## src/rtl/fm_pkg.sv

```systemverilog
package fm_pkg;
  localparam int BUS_W     = 32;
  localparam int ADDR_W    = 8;
  localparam int WIN_W     = 24;
  localparam int SEL_W     = 2;
  localparam int EN_BIT    = 24;
  localparam int SEL_LSB   = 26;
  localparam int FRCK_BIT  = 8;
  localparam int VALID_BIT = 0;

  localparam logic [ADDR_W-1:0] ADDR_CTRL  = 8'h00;
  localparam logic [ADDR_W-1:0] ADDR_VALUE = 8'h0C;
  localparam logic [ADDR_W-1:0] ADDR_STAT  = 8'h10;

  typedef enum logic [1:0] {ST_IDLE, ST_ALIGN, ST_RUN, ST_DONE} meas_st_t;
endpackage

```

## src/rtl/fm_sync.sv

```systemverilog
module fm_sync #(
  parameter int NCH    = 4,
  parameter int STAGES = 2
) (
  input  logic           clk,
  input  logic           rst,
  input  logic [NCH-1:0] mon_i,
  output logic [NCH-1:0] rise_o
);
  localparam int SH_W = STAGES + 1;

  for (genvar g = 0; g < NCH; g++) begin : g_ch
    logic [SH_W-1:0] sh;
    always_ff @(posedge clk) begin
      if (rst) sh <= '0;
      else     sh <= {sh[SH_W-2:0], mon_i[g]};
    end
    // rising edge seen after the synchronizer stages
    assign rise_o[g] = sh[SH_W-2] & ~sh[SH_W-1];
  end
endmodule

```

## src/rtl/fm_core.sv

```systemverilog
module fm_core
  import fm_pkg::*;
#(
  parameter int VAL_W = 32
) (
  input  logic             clk,
  input  logic             rst,
  input  logic             en_i,
  input  logic             frck_i,
  input  logic [WIN_W-1:0] win_i,
  input  logic             rise_i,
  output logic [VAL_W-1:0] result_o,
  output logic             valid_o
);
  meas_st_t         st;
  logic             en_q;
  logic             start;
  logic [VAL_W-1:0] cnt, cnt_nxt;
  logic [WIN_W-1:0] seen, seen_nxt, tgt;

  assign start    = en_i & ~en_q;
  assign tgt      = (win_i == '0) ? WIN_W'(1) : win_i;
  assign cnt_nxt  = (&cnt) ? cnt : cnt + VAL_W'(1);
  assign seen_nxt = seen + WIN_W'(1);

  always_ff @(posedge clk) begin
    if (rst) begin
      st       <= ST_IDLE;
      en_q     <= 1'b0;
      cnt      <= '0;
      seen     <= '0;
      result_o <= '0;
      valid_o  <= 1'b0;
    end else begin
      en_q <= en_i;
      if (!en_i) begin
        st      <= ST_IDLE;
        valid_o <= 1'b0;
      end else if (start) begin
        st       <= ST_ALIGN;
        valid_o  <= 1'b0;
        result_o <= '0;
        cnt      <= '0;
        seen     <= '0;
      end else if (frck_i) begin
        unique case (st)
          ST_ALIGN: begin
            if (rise_i) begin
              st   <= ST_RUN;
              cnt  <= '0;
              seen <= '0;
            end
          end
          ST_RUN: begin
            cnt <= cnt_nxt;
            if (rise_i) begin
              seen <= seen_nxt;
              if (seen_nxt == tgt) begin
                result_o <= cnt_nxt;
                valid_o  <= 1'b1;
                st       <= ST_DONE;
              end
            end
          end
          default: ;
        endcase
      end
    end
  end

  AST_VALID_CLEARS: assert property (@(posedge clk) disable iff (rst)
    !en_i |=> !valid_o);
  AST_START_CLEARS: assert property (@(posedge clk) disable iff (rst)
    start |=> (!valid_o && result_o == '0));
  AST_NO_OVERFLOW: assert property (@(posedge clk) disable iff (rst)
    (st == ST_RUN && (&cnt) && en_i && en_q && frck_i) |=> (&cnt));
  AST_FRCK_HOLD: assert property (@(posedge clk) disable iff (rst)
    (en_i && !start && !frck_i) |=> ($stable(result_o) && $stable(valid_o)));
endmodule

```

## src/rtl/fm_regs.sv

```systemverilog
module fm_regs
  import fm_pkg::*;
#(
  parameter int VAL_W = 32
) (
  input  logic              clk,
  input  logic              rst,
  input  logic              wr_i,
  input  logic              rd_i,
  input  logic [ADDR_W-1:0] addr_i,
  input  logic [BUS_W-1:0]  wdata_i,
  output logic [BUS_W-1:0]  rdata_o,
  input  logic [VAL_W-1:0]  result_i,
  input  logic              valid_i,
  output logic              en_o,
  output logic              frck_o,
  output logic [WIN_W-1:0]  win_o,
  output logic [SEL_W-1:0]  sel_o
);
  logic [BUS_W-1:0] rd_mux;

  always_ff @(posedge clk) begin
    if (rst) begin
      en_o   <= 1'b0;
      frck_o <= 1'b0;
      win_o  <= '0;
      sel_o  <= '0;
    end else if (wr_i) begin
      if (addr_i == ADDR_CTRL) begin
        win_o <= wdata_i[WIN_W-1:0];
        en_o  <= wdata_i[EN_BIT];
        sel_o <= wdata_i[SEL_LSB +: SEL_W];
      end
      if (addr_i == ADDR_STAT) frck_o <= wdata_i[FRCK_BIT];
    end
  end

  always_comb begin
    rd_mux = '0;
    unique case (addr_i)
      ADDR_CTRL: begin
        rd_mux[WIN_W-1:0]           = win_o;
        rd_mux[EN_BIT]              = en_o;
        rd_mux[SEL_LSB +: SEL_W]    = sel_o;
      end
      ADDR_VALUE: rd_mux[VAL_W-1:0] = result_i;
      ADDR_STAT: begin
        rd_mux[VALID_BIT] = valid_i;
        rd_mux[FRCK_BIT]  = frck_o;
      end
      default: ;
    endcase
  end

  always_ff @(posedge clk) begin
    if (rst)       rdata_o <= '0;
    else if (rd_i) rdata_o <= rd_mux;
  end

  AST_CTRL_WRITE: assert property (@(posedge clk) disable iff (rst)
    (wr_i && addr_i == ADDR_CTRL) |=> (en_o == $past(wdata_i[EN_BIT])));
endmodule

```

## src/rtl/freq_meter.sv

```systemverilog
module freq_meter
  import fm_pkg::*;
#(
  parameter int NCH    = 4,
  parameter int VAL_W  = 32,
  parameter int STAGES = 2
) (
  input  logic              clk,
  input  logic              rst,
  input  logic              reg_wr,
  input  logic              reg_rd,
  input  logic [ADDR_W-1:0] reg_addr,
  input  logic [BUS_W-1:0]  reg_wdata,
  output logic [BUS_W-1:0]  reg_rdata,
  input  logic [NCH-1:0]    mon_clk
);
  localparam int NSEL = 1 << SEL_W;

  logic [NCH-1:0]   rise_vec;
  logic [NSEL-1:0]  rise_pad;
  logic             rise_sel;
  logic             en, frck, valid;
  logic [WIN_W-1:0] win;
  logic [SEL_W-1:0] sel;
  logic [VAL_W-1:0] result;

  fm_sync #(.NCH(NCH), .STAGES(STAGES)) u_sync (
    .clk(clk), .rst(rst), .mon_i(mon_clk), .rise_o(rise_vec)
  );

  always_comb begin
    rise_pad = '0;
    rise_pad[NCH-1:0] = rise_vec;
  end
  assign rise_sel = rise_pad[sel];

  fm_core #(.VAL_W(VAL_W)) u_core (
    .clk(clk), .rst(rst), .en_i(en), .frck_i(frck), .win_i(win),
    .rise_i(rise_sel), .result_o(result), .valid_o(valid)
  );

  fm_regs #(.VAL_W(VAL_W)) u_regs (
    .clk(clk), .rst(rst), .wr_i(reg_wr), .rd_i(reg_rd), .addr_i(reg_addr),
    .wdata_i(reg_wdata), .rdata_o(reg_rdata), .result_i(result),
    .valid_i(valid), .en_o(en), .frck_o(frck), .win_o(win), .sel_o(sel)
  );
endmodule

```

## config.mk

```make
export PLATFORM = sky130hd
export DESIGN_NAME = freq_meter
export DESIGN_NICKNAME = d
export VERILOG_FILES = /design/src/rtl/fm_pkg.sv /design/src/rtl/fm_sync.sv /design/src/rtl/fm_core.sv /design/src/rtl/fm_regs.sv /design/src/rtl/freq_meter.sv
export SDC_FILE = /design/constraint.sdc
export NUM_CORES = 1
export LEC_CHECK = 0
export BUFFER_PORTS_ARGS = -buffer_cell sky130_fd_sc_hd__buf_2
export CAP_MARGIN = 30
export CORE_ASPECT_RATIO = 0.5
export CORE_UTILIZATION = 60
export DETAILED_ROUTE_END_ITERATION = 7
export GPL_ROUTABILITY_DRIVEN = 0
export PLACE_DENSITY = 0.87
export SYNTH_ARGS = -nofsm -noshare
export SYNTH_HDL_FRONTEND = slang
export SYNTH_SLANG_ARGS = --single-unit
```

## constraint.sdc

```tcl
create_clock -name clk -period 7.8 [get_ports clk]
set_input_delay 1.56 -clock clk [delete_from_list [all_inputs] [get_ports clk]]
set_output_delay 1.56 -clock clk [all_outputs]
set_load 0.02 [all_outputs]
```

==> results of run 1 <==
## Yosys cell counts, drive strengths merged (2+ instances only)
cell type,instances
a211oi,30
a21o,3
a21oi,93
a22oi,31
a2bb2oi,2
a311oi,3
a31oi,9
a41oi,2
and2,10
and3,10
and4,6
buf,13
clkbuf,64
dfxtp,164
ha,4
inv,12
mux2i,38
nand2,175
nand2b,7
nand3,35
nand3b,8
nand4,17
nor2,94
nor2b,22
nor3,24
nor3b,4
nor4,15
nor4b,2
o211a,2
o211ai,3
o21a,3
o21ai,56
o31ai,3
or3,20
or4,9
xnor2,27
xor2,30
## flip-flops by register name, indices dropped and copies added, names as in the netlist, 2 cells and up
signal	cells
u_regs.rdata_o	32
u_regs.win_o	24
u_core.st	2
u_core.result_o	32
u_sync.g_ch.sh	12
u_core.cnt	32
u_core.seen	24
u_regs.sel_o	2
## cells by family (layout without fill, tap and decap cells)
group / after synthesis / count (layout) / synth area share [%]
AOI/OAI and AO/OA: 246 / 246 / 18.0
xor gates and xnor gates: 57 / 57 / 6.02
adders and majority gates: 4 / 4 / 0.603
buffers and inverters: 89 / 125 / 4.37
DFF: 164 / 164 / 39.6
muxes: 39 / 39 / 4.86
and+or+nand+nor: 460 / 460 / 26.5
## layer usage
metal / share of wire [%] / global-route usage [%] / routed length [um]
met4: 2.7 / 14.4 / 618
met2: 47 / 52.8 / 10500
met3: 8.3 / 6.02 / 1870
met5: 0 / 0 / 0
met1: 42 / 42.5 / 9550
## metrics by stage
step	total power [mW]	instance area (sq um)	setup WS, ns	instances
6_report	1.77	9230	3.08	1265
2_1_floorplan	0.909	8300	4.38	1059
3_5_place_dp	0.934	8630	3.27	1233
3_3_place_gp	0.932	8630	3.28	1233
4_1_cts	1.78	9230	3.27	1265
5_1_grt	1.82	9230	2.94	1265
## critical path, stage by stage (launching register included)
cell and delay, ns:
dfxtp_1 0.51, ha_1 0.34, nand3_1 0.25, or4_1 0.71, nor4_1 0.57, xnor2_1 0.20, nand3_1 0.09, nor4_1 0.83
nand3_4 0.70, mux2i_1 0.39
## report_power, final
part / total, mW / leakage [nW] / switching (mW) / internal [mW]
registers: 0.851 / 1.33 / 0.00492 / 0.847
logic: 0.0651 / 1.88 / 0.0432 / 0.0219
clock network: 0.858 / 0.276 / 0.365 / 0.493
## how the worst max path moves through the flow
stage / startpoint / slack, ns / endpoint / cells past startpoint
finish: u_core.seen[0] / 3.08 / u_core.result_o[29] / 9
global route: u_core.seen[0] / 2.94 / u_core.result_o[29] / 9
CTS: u_core.seen[0] / 3.27 / u_core.result_o[29] / 9
global placement: reg_addr[5] / 3.28 / u_regs.win_o[16] / 9
detailed placement: reg_addr[5] / 3.27 / u_regs.sel_o[0] / 9
floorplan: reg_addr[5] / 4.38 / u_regs.win_o[10] / 9
## final cells by class
type / instances / share of cell area, %
clock buffer: 20 / 4.95
multi-input combinational: 806 / 50.6
clock inverter: 12 / 1.53
timing repair buffer: 81 / 4.61
inverter: 12 / 0.488
sequential: 164 / 35.6
tap: 170 / 2.30
==> results.md, run 1 <==
- Overflow after GRT: 0
- Post-CTS Setup Bufs: 0
- Hold Crit Start: u_sync.g_ch[0].sh[0]
- IO Port Bufs: 74
- Worst Path Max Fanout: 32
- Mean Syn Cell Area: 7.84 sq um
- Outcome: finished clean
- Clock buffer count from CTS: 17
- Hold Path Depth: 1
- Setup slack, reg-to-reg: 3.08 ns
- Worst hold path class: register to register
- Area growth syn-to-layout: 11.2%
- Synth cell types: 55
- Share of synthesized registers carrying an async set or reset: 0%
- Final setup TNS: 0 ns
- RSZ-0062 raised after global routing: false
- Drt first pass iters: 6
- Final worst path period share: 60.5%
- WS Path Type: register to register
- Area leader, netlist: dfxtp_1
- Core Region: around 13000 sq um
- Max Clk Rate: approximately 210 MHz
- Mapped Cells: 1059
- DR vias/cell: 6.37
- WP data arrival: a little over 5 ns
- Initial antenna violation count: 0
- Syn. warnings: 0
- Post-Syn Nets: 1111
- Die H: 85.2 um
- Fin. max-slew vios: 0
- Relative slew slack: 31.0%
- Multi-input combinational cell area: 4670 sq um
- Number of inserted diodes: 0
- Worst setup EP type: register
- Die W: 168 um
- Boundary pin count: 80
- Largest cells by area after synthesis: dfxtp_1 40%, nand2_1 7.9%, a21oi_1 5.6%
- Worst reg2reg path depth: 9
- Root Driver: clkbuf_16
- Clock Path Buffers: 2
- Initial detailed-routing violation count: 1161
- Endpoints failing hold: 0
- CTS tree: built
- Main synth FF type: dfxtp_1
- Antenna Violating Nets Remaining: 0
- Lkg Pwr: 3.48 nW
- Final WL: 22600 um
- Min Tclk post-route: 4.72 ns
- Vias in the first global route: 7358
- FF/Latch Area: 3280 sq um
- Seq cells post-synth: 164
- Hold Buf Count CTS: 0
- Fill cell count: 979
- Maximum vdd drop: 0.000162 V
- Die area: 14300 sq um
- RR Endpoint: u_core.result_o[29]
- Critical Path RT: 8.14 ns
- Slew of the pin with the lowest slew margin: 1.04 ns
- Seq/Total Area, Yosys: 39.6%
- Commonest non-fill, non-tap cell in the layout: nand2_1
- Post-layout util: a little over two thirds
- DRC: 0
- Vias: 8059
- Dpl hpwl: 14700 um
- Reg clk slew, reported paths: ~0.07 ns
- Clock Skews: approximately 0.013 ns
- Average wire per standard cell: 17.8 um
- PD cells: 192 nW/um^2
- Initial core utilization: 63.5%
- Mapped cell area: a little over 8000 sq um
- Startpoint types: register
- Resized Gates After CTS: 0
- Final nets: 1134
- MaxCap Viol Count: 0
- H-tree levels: 4
- Post-synth top area share: 39.6%
- Largest net degree at the start of global routing: roughly 80
- Worst hold slack: 0.439 ns
- Post-synth EDFFs: 0
- Hold Path Sink: u_sync.g_ch[0].sh[1]
- CTS sink count: 164
- Proportion of layout cells with a drive suffix above 1: 11.0%
- FF-to-FF Start: u_core.seen[0]
- First-pass GRT wire length: 36800 um
- # setup viols final: 0
- All-Layer GR Usage: between 30% and 40%
- Most frequent cells in the layout: 174 x nand2_1, 164 x dfxtp_1, 93 x nor2_1, 93 x a21oi_1, 73 x buf_2
- Row Count: 29
- Worst-Skew Late Latency: between 0.4 and 0.5 ns
No activity file was read; power rests on OpenSTA's default activity.
==> run 2: changes to the inputs <==
==> constraint.sdc (replaced) <==
create_clock -name clk -period 4.54 [get_ports clk]
set_input_delay 0.908 -clock clk [delete_from_list [all_inputs] [get_ports clk]]
set_output_delay 0.908 -clock clk [all_outputs]
set_load 0.02 [all_outputs]
==> run 2 against run 1 <==
  * First-iteration DRC count down 2.6%
  * Final area up 0.47%
  * Combinational power up 75%
  * Clock skew down 0.0035 ns
  * Hold slack better by 0.0033 ns
==> results.md, run 2 (synthesis results as in run 1) <==
- Outcome: finished clean
- Area growth syn-to-layout: 11.8%
- Overflow after GRT: 0 (unchanged)
- Final worst path period share: 89.0% (+29 points)
- RSZ-0062 raised after global routing: false
- Average wire per standard cell: 18.1 um (+1.5%)
- Final nets: 1140 (+0.53%)
- Max Clk Rate: 248 MHz (+17%)
- Min Tclk post-route: 4.04 ns (-0.677 ns)
- Worst-Skew Late Latency: 0.44 ns (about the same)
- Internal power: 2.32 mW (+71%)
- Endpoints failing hold: 0 (unchanged)
- Initial antenna violation count: 0 (unchanged)
- Worst hold path class: register to register
- Row Count: 29 (unchanged)
- Worst setup EP type: register
- DRC: 0 (unchanged)
- DR vias/cell: 6.41 (+0.68%)
- Boundary pin count: 80 (unchanged)
- Number of inserted diodes: 0 (unchanged)
- Clk pwr share: 48.1% (-0.2 points)
- Final Instance Count excl. Fillers: 1270 (+0.40%)
- Root Driver: clkbuf_16
- Worst hold slack: 0.442 ns (+0.00334 ns)
- Lkg Pwr: 3.51 nW (+0.86%)
- Initial core utilization: 63.5% (unchanged)
- Final WL: 23000 um (+1.9%)
- Relative slew slack: 29.8% (-1.1 points)
- Commonest non-fill, non-tap cell in the layout: nand2_1
- MaxCap Viol Count: 0 (unchanged)
- CTS tree: built
- Maximum vdd drop: 0.000244 V (+51%)
- Flop pwr share: 48.2% (+0.2 points)
- Slew of the pin with the lowest slew margin: 1.05 ns (+0.00988 ns)
- All-Layer GR Usage: 32.6% (+0.18 points)
- Resized Gates After CTS: 0 (unchanged)
- Largest registers: u_core.cnt (32), u_core.result_o (32), u_regs.rdata_o (32)
- Clock Skews: 0.00914 ns (-0.00349 ns)
- Final setup TNS: 0 ns (unchanged)
- WP data arrival: 4.39 ns (-0.67 ns)
- Post-Place Cells: 1238 (+0.41%)
- Hold Buf Count CTS: 0 (unchanged)
- Core Region: 13100 sq um (unchanged)
- Proportion of layout cells with a drive suffix above 1: 11.4% (+0.40 points)
- Post-layout util: 71.0% (+0.34 points)
- Clock Path Buffers: 2 (unchanged)
- Fin. max-slew vios: 0 (unchanged)
- IO Port Bufs: 74 (unchanged)
- # setup viols final: 0 (unchanged)
- First-pass GRT wire length: 37100 um (+0.75%)
- Switch Pwr: 712 uW (+73%)
- Initial detailed-routing violation count: 1131 (-2.6%)
- Die area: 14300 sq um (unchanged)
- Vias in the first global route: 7614 (+3.5%)
- H-tree levels: 4 (unchanged)
- CTS sink count: 164 (unchanged)
- Vias: 8146 (+1.1%)
- Post-CTS Setup Bufs: 0 (unchanged)
- Switch share: 23.5% (+0.18 points)
- Die W: 168 um (unchanged)
- Most frequent cells in the layout: 175 x nand2_1, 164 x dfxtp_1, 93 x nor2_1, 93 x a21oi_1, 73 x buf_2
- Die H: 85.2 um (unchanged)
- Total Power: 3.04 mW (+71%)
- Drt first pass iters: 8 (+2)
- Fill cell count: 964 (-1.5%)
- Startpoint types: register
- PD cells: 327 nW/um^2 (+70%)
- Dpl hpwl: 14800 um (+0.90%)
- WS Path Type: register to register
- Critical Path RT: 4.89 ns (-3.25 ns)
- Antenna Violating Nets Remaining: 0 (unchanged)
- Largest net degree at the start of global routing: 91 (+15%)
- Logic pwr share: 3.7% (about the same)
- Reg clk slew, reported paths: 0.07 ns (about the same)
- Worst Path Max Fanout: 32 (unchanged)
- Clock buffer count from CTS: 17 (unchanged)
==> run 2: cell types whose count changed in the layout (fill, tap and decap cells not counted), sizes merged <==
cell      previous run  this run
clkinvlp             5         4
inv                 16        18
clkbuf              20        18
buf                 81        87
==> run 2: per-stage QoR <==
step / worst slack (ns) / cell area [sq um]
after global routing: 0.261 / 9280
after CTS: 0.622 / 9260
final: 0.500 / 9280
after floorplan: 1.24 / 8300
after detailed placement: 0.688 / 8670
after global placement: 0.870 / 8670
==> run 2: worst paths after layout <==
check,start,end,slack [ns],depth (start not counted)
max,u_core.seen[0],u_core.result_o[3],0.50,11
min reg2reg,u_sync.g_ch[3].sh[0],u_sync.g_ch[3].sh[1],0.44,1
min,u_sync.g_ch[3].sh[0],u_sync.g_ch[3].sh[1],0.44,1
max reg2reg,u_core.seen[0],u_core.result_o[3],0.50,11
==> run 2: area by class of cell <==
| cell class | count | area [sq um] | area share, % |
|---|---|---|---|
| Clock buffer | 18 | 439 | 4.73 |
| Clock inverter | 13 | 148 | 1.59 |
| Inverter | 12 | 45.0 | 0.486 |
| Multi-Input combinational cell | 806 | 4660 | 50.3 |
| Sequential cell | 164 | 3280 | 35.4 |
| Tap cell | 170 | 213 | 2.29 |
| Timing Repair Buffer | 87 | 483 | 5.21 |
==> run 2: power by group through the flow <==
stage	registers, mW	logic (mW)	clock network (mW)
after floorplan	1.51	0.0534	0
after global placement	1.49	0.107	0
after detailed placement	1.49	0.110	0
after CTS	1.46	0.111	1.46
after global routing	1.46	0.122	1.53
final	1.46	0.114	1.46
==> run 2: worst max-delay path, stage by stage, from the launching register on <==
cell	delay (ns)
dfxtp_1	0.51
ha_1	0.32
nand3_1	0.23
or4_1	0.72
nor4_1	0.53
xnor2_1	0.20
nand3_1	0.10
nor4_1	0.47
buf_4	0.22
nand3_4	0.06
buf_4	0.30
mux2i_1	0.27
==> run 2: per-layer routing <==
layer  global-route usage [%]  part of all wire (%)  vias to the layer above  routed length, um
met3                     9.19                   9.8                       68               2250
met4                     14.1                   2.4                        0                553
li1                         -                     -                     3808                  -
met1                     40.2                    41                     3832               9340
met5                        0                     0                        -                  0
met2                     54.0                    47                      438              10900
==> run 3: changes to the inputs <==
--- a/config.mk
+++ b/config.mk
@@ -7,10 +7,9 @@
 export LEC_CHECK = 0
 export BUFFER_PORTS_ARGS = -buffer_cell sky130_fd_sc_hd__buf_2
 export CAP_MARGIN = 30
-export CORE_ASPECT_RATIO = 0.5
 export CORE_UTILIZATION = 60
+export CTS_CLUSTER_SIZE = 10
 export DETAILED_ROUTE_END_ITERATION = 7
-export GPL_ROUTABILITY_DRIVEN = 0
 export PLACE_DENSITY = 0.87
 export SYNTH_ARGS = -nofsm -noshare
 export SYNTH_HDL_FRONTEND = slang
==> run 3 against run 2 <==
  * Largest power group unchanged
  * Largest cell class unchanged
  * Die area shrank 0.20%
  * Count of clock-buffer cells in the layout increased by 2
  * Routed wire length decreased by 7.6%
  * Via count is 4.2% lower
  * Critical path depth is the same
  * Final area shrank 0.24%
  * Fmax rose by 6.3%
  * Non-clock buffer count fell by 2
==> results.md, run 3 (synthesis results as in run 1) <==
- Final setup TNS: 0 ns (unchanged)
- Die H: 120 um (+40%)
- Area growth syn-to-layout: 11.5%
- Proportion of layout cells with a drive suffix above 1: 11.2% (-0.17 points)
- Final WL: 21300 um (-7.6%)
- Hold Crit Start: u_sync.g_ch[2].sh[0]
- Critical Path RT: 4.84 ns (-0.05 ns)
- First-pass GRT wire length: 34500 um (-6.9%)
- Number of inserted diodes: 0 (unchanged)
- Maximum vdd drop: 0.000264 V (+8.1%)
- Clock Path Buffers: 2 (unchanged)
- Overflow after GRT: 0 (unchanged)
- Worst Path Max Fanout: 32 (unchanged)
- Vias: 7800 (-4.2%)
- CTS tree: built
- Hold Buf Count CTS: 0 (unchanged)
- Most frequent cells in the layout: 174 x nand2_1, 164 x dfxtp_1, 93 x a21oi_1, 92 x nor2_1, 73 x buf_2
- Largest registers: u_core.cnt (32), u_core.result_o (32), u_regs.rdata_o (32)
- Outcome: finished clean
- Largest net degree at the start of global routing: 89 (-2.2%)
- WP data arrival: 4.10 ns (-0.29 ns)
- Average wire per standard cell: 16.7 um (-8.0%)
- H-tree levels: 4 (unchanged)
- Clock buffer count from CTS: 17 (unchanged)
- Initial antenna violation count: 0 (unchanged)
- Worst hold slack: 0.439 ns (-0.00374 ns)
- IO Port Bufs: 74 (unchanged)
- Worst Setup SP: u_core.seen[0]
- All-Layer GR Usage: 30.4% (-2.3 points)
- Reg clk slew, reported paths: 0.06 ns (about the same)
- Relative slew slack: 35.9% (+6.0 points)
- Commonest non-fill, non-tap cell in the layout: nand2_1
- Worst-Skew Late Latency: 0.44 ns (about the same)
- Core Region: 13300 sq um (+2.2%)
- Antenna Violating Nets Remaining: 0 (unchanged)
- # setup viols final: 0 (unchanged)
- Initial core utilization: 62.2% (-1.4 points)
- Resized Gates After CTS: 0 (unchanged)
- DRC: 0 (unchanged)
- Routability cong.: 0.943
- Pre-CTS setup slack: 0.835 ns (+0.147 ns)
- Slew of the pin with the lowest slew margin: 0.953 ns (-0.0920 ns)
- Startpoint types: register
- Final setup margin: 0.739 ns (+0.239 ns)
- Drt first pass iters: 8 (unchanged)
- Vias in the first global route: 7124 (-6.4%)
- Row Count: 42 (+45%)
- Post-CTS Setup Bufs: 0 (unchanged)
- Finished Cell Area: 9250 sq um (-0.24%)
- Total Power: 2.97 mW (-2.2%)
- Area post-placement: 8670 sq um (about the same)
- Fin. max-slew vios: 0 (unchanged)
- MaxCap Viol Count: 0 (unchanged)
- Worst hold path class: register to register
- Clock Skews: 0.00680 ns (-0.00234 ns)
- RSZ-0062 raised after global routing: false
- Die area: 14300 sq um (-0.20%)
- Boundary pin count: 80 (unchanged)
- Root Driver: clkbuf_16
- Worst setup EP type: register
- Lkg Pwr: 3.50 nW (-0.29%)
- WS Path Type: register to register
- Die W: 120 um (-29%)
- DR vias/cell: 6.12 (-4.6%)
- Final worst path period share: 83.7% (-5.3 points)
- PD cells: 321 nW/um^2 (-2.0%)
- Final nets: 1138 (-0.18%)
- Endpoints failing hold: 0 (unchanged)
- Dpl hpwl: 14100 um (-4.6%)
- CTS sink count: 164 (unchanged)
- Max Clk Rate: 263 MHz (+6.3%)
- Initial detailed-routing violation count: 788 (-30%)
- FF-to-FF Start: u_core.seen[0]
- Min Tclk post-route: 3.80 ns (-0.239 ns)
==> run 3: worst max-delay path, cell delays in order, from the launching register on <==
cell and delay, ns:
dfxtp_1 0.49, ha_1 0.32, nand3_1 0.25, or4_1 0.73
nor4_1 0.47, xnor2_1 0.18, nand3_1 0.09, nor4_1 0.37
buf_4 0.20, nand3_4 0.06, buf_4 0.31, mux2i_1 0.19
==> run 3: area by class of cell <==
type                       count  area [sq um]
clock buffer                  20           437
multi-input combinational    806          4670
inverter                      12          45.0
timing repair buffer          85           468
tap                          176           220
fill                        1050          4100
sequential                   164          3280
clock inverter                12           130
==> run 3: power breakdown <==
part	internal (mW)	switching, mW
Combinational	0.0395	0.0725
Clock	0.809	0.584
Sequential	1.46	0.00903
==> run 3: path summary, 6_finish.rpt <==
check                           cells past startpoint  slack [ns]                    to
worst max-delay path                               11        0.74   u_core.result_o[31]
worst min-delay path                                1        0.44  u_sync.g_ch[2].sh[1]
worst min register to register                      1        0.44  u_sync.g_ch[2].sh[1]
worst max register to register                     11        0.74   u_core.result_o[31]
==> run 3: through the flow <==
step	utilization (%)	instances
4_1_cts	69.2	1274
6_report	69.3	1275
2_1_floorplan	-	1059
3_3_place_gp	64.9	1242
3_5_place_dp	64.9	1242
5_1_grt	69.3	1275
==> run 3: per-layer routing <==
layer / track usage, % / part of all wire (%)
met1: 37.2 / 42
met4: 13.9 / 3.4
met2: 51.5 / 48
met3: 5.70 / 6.4
met5: 0 / 0
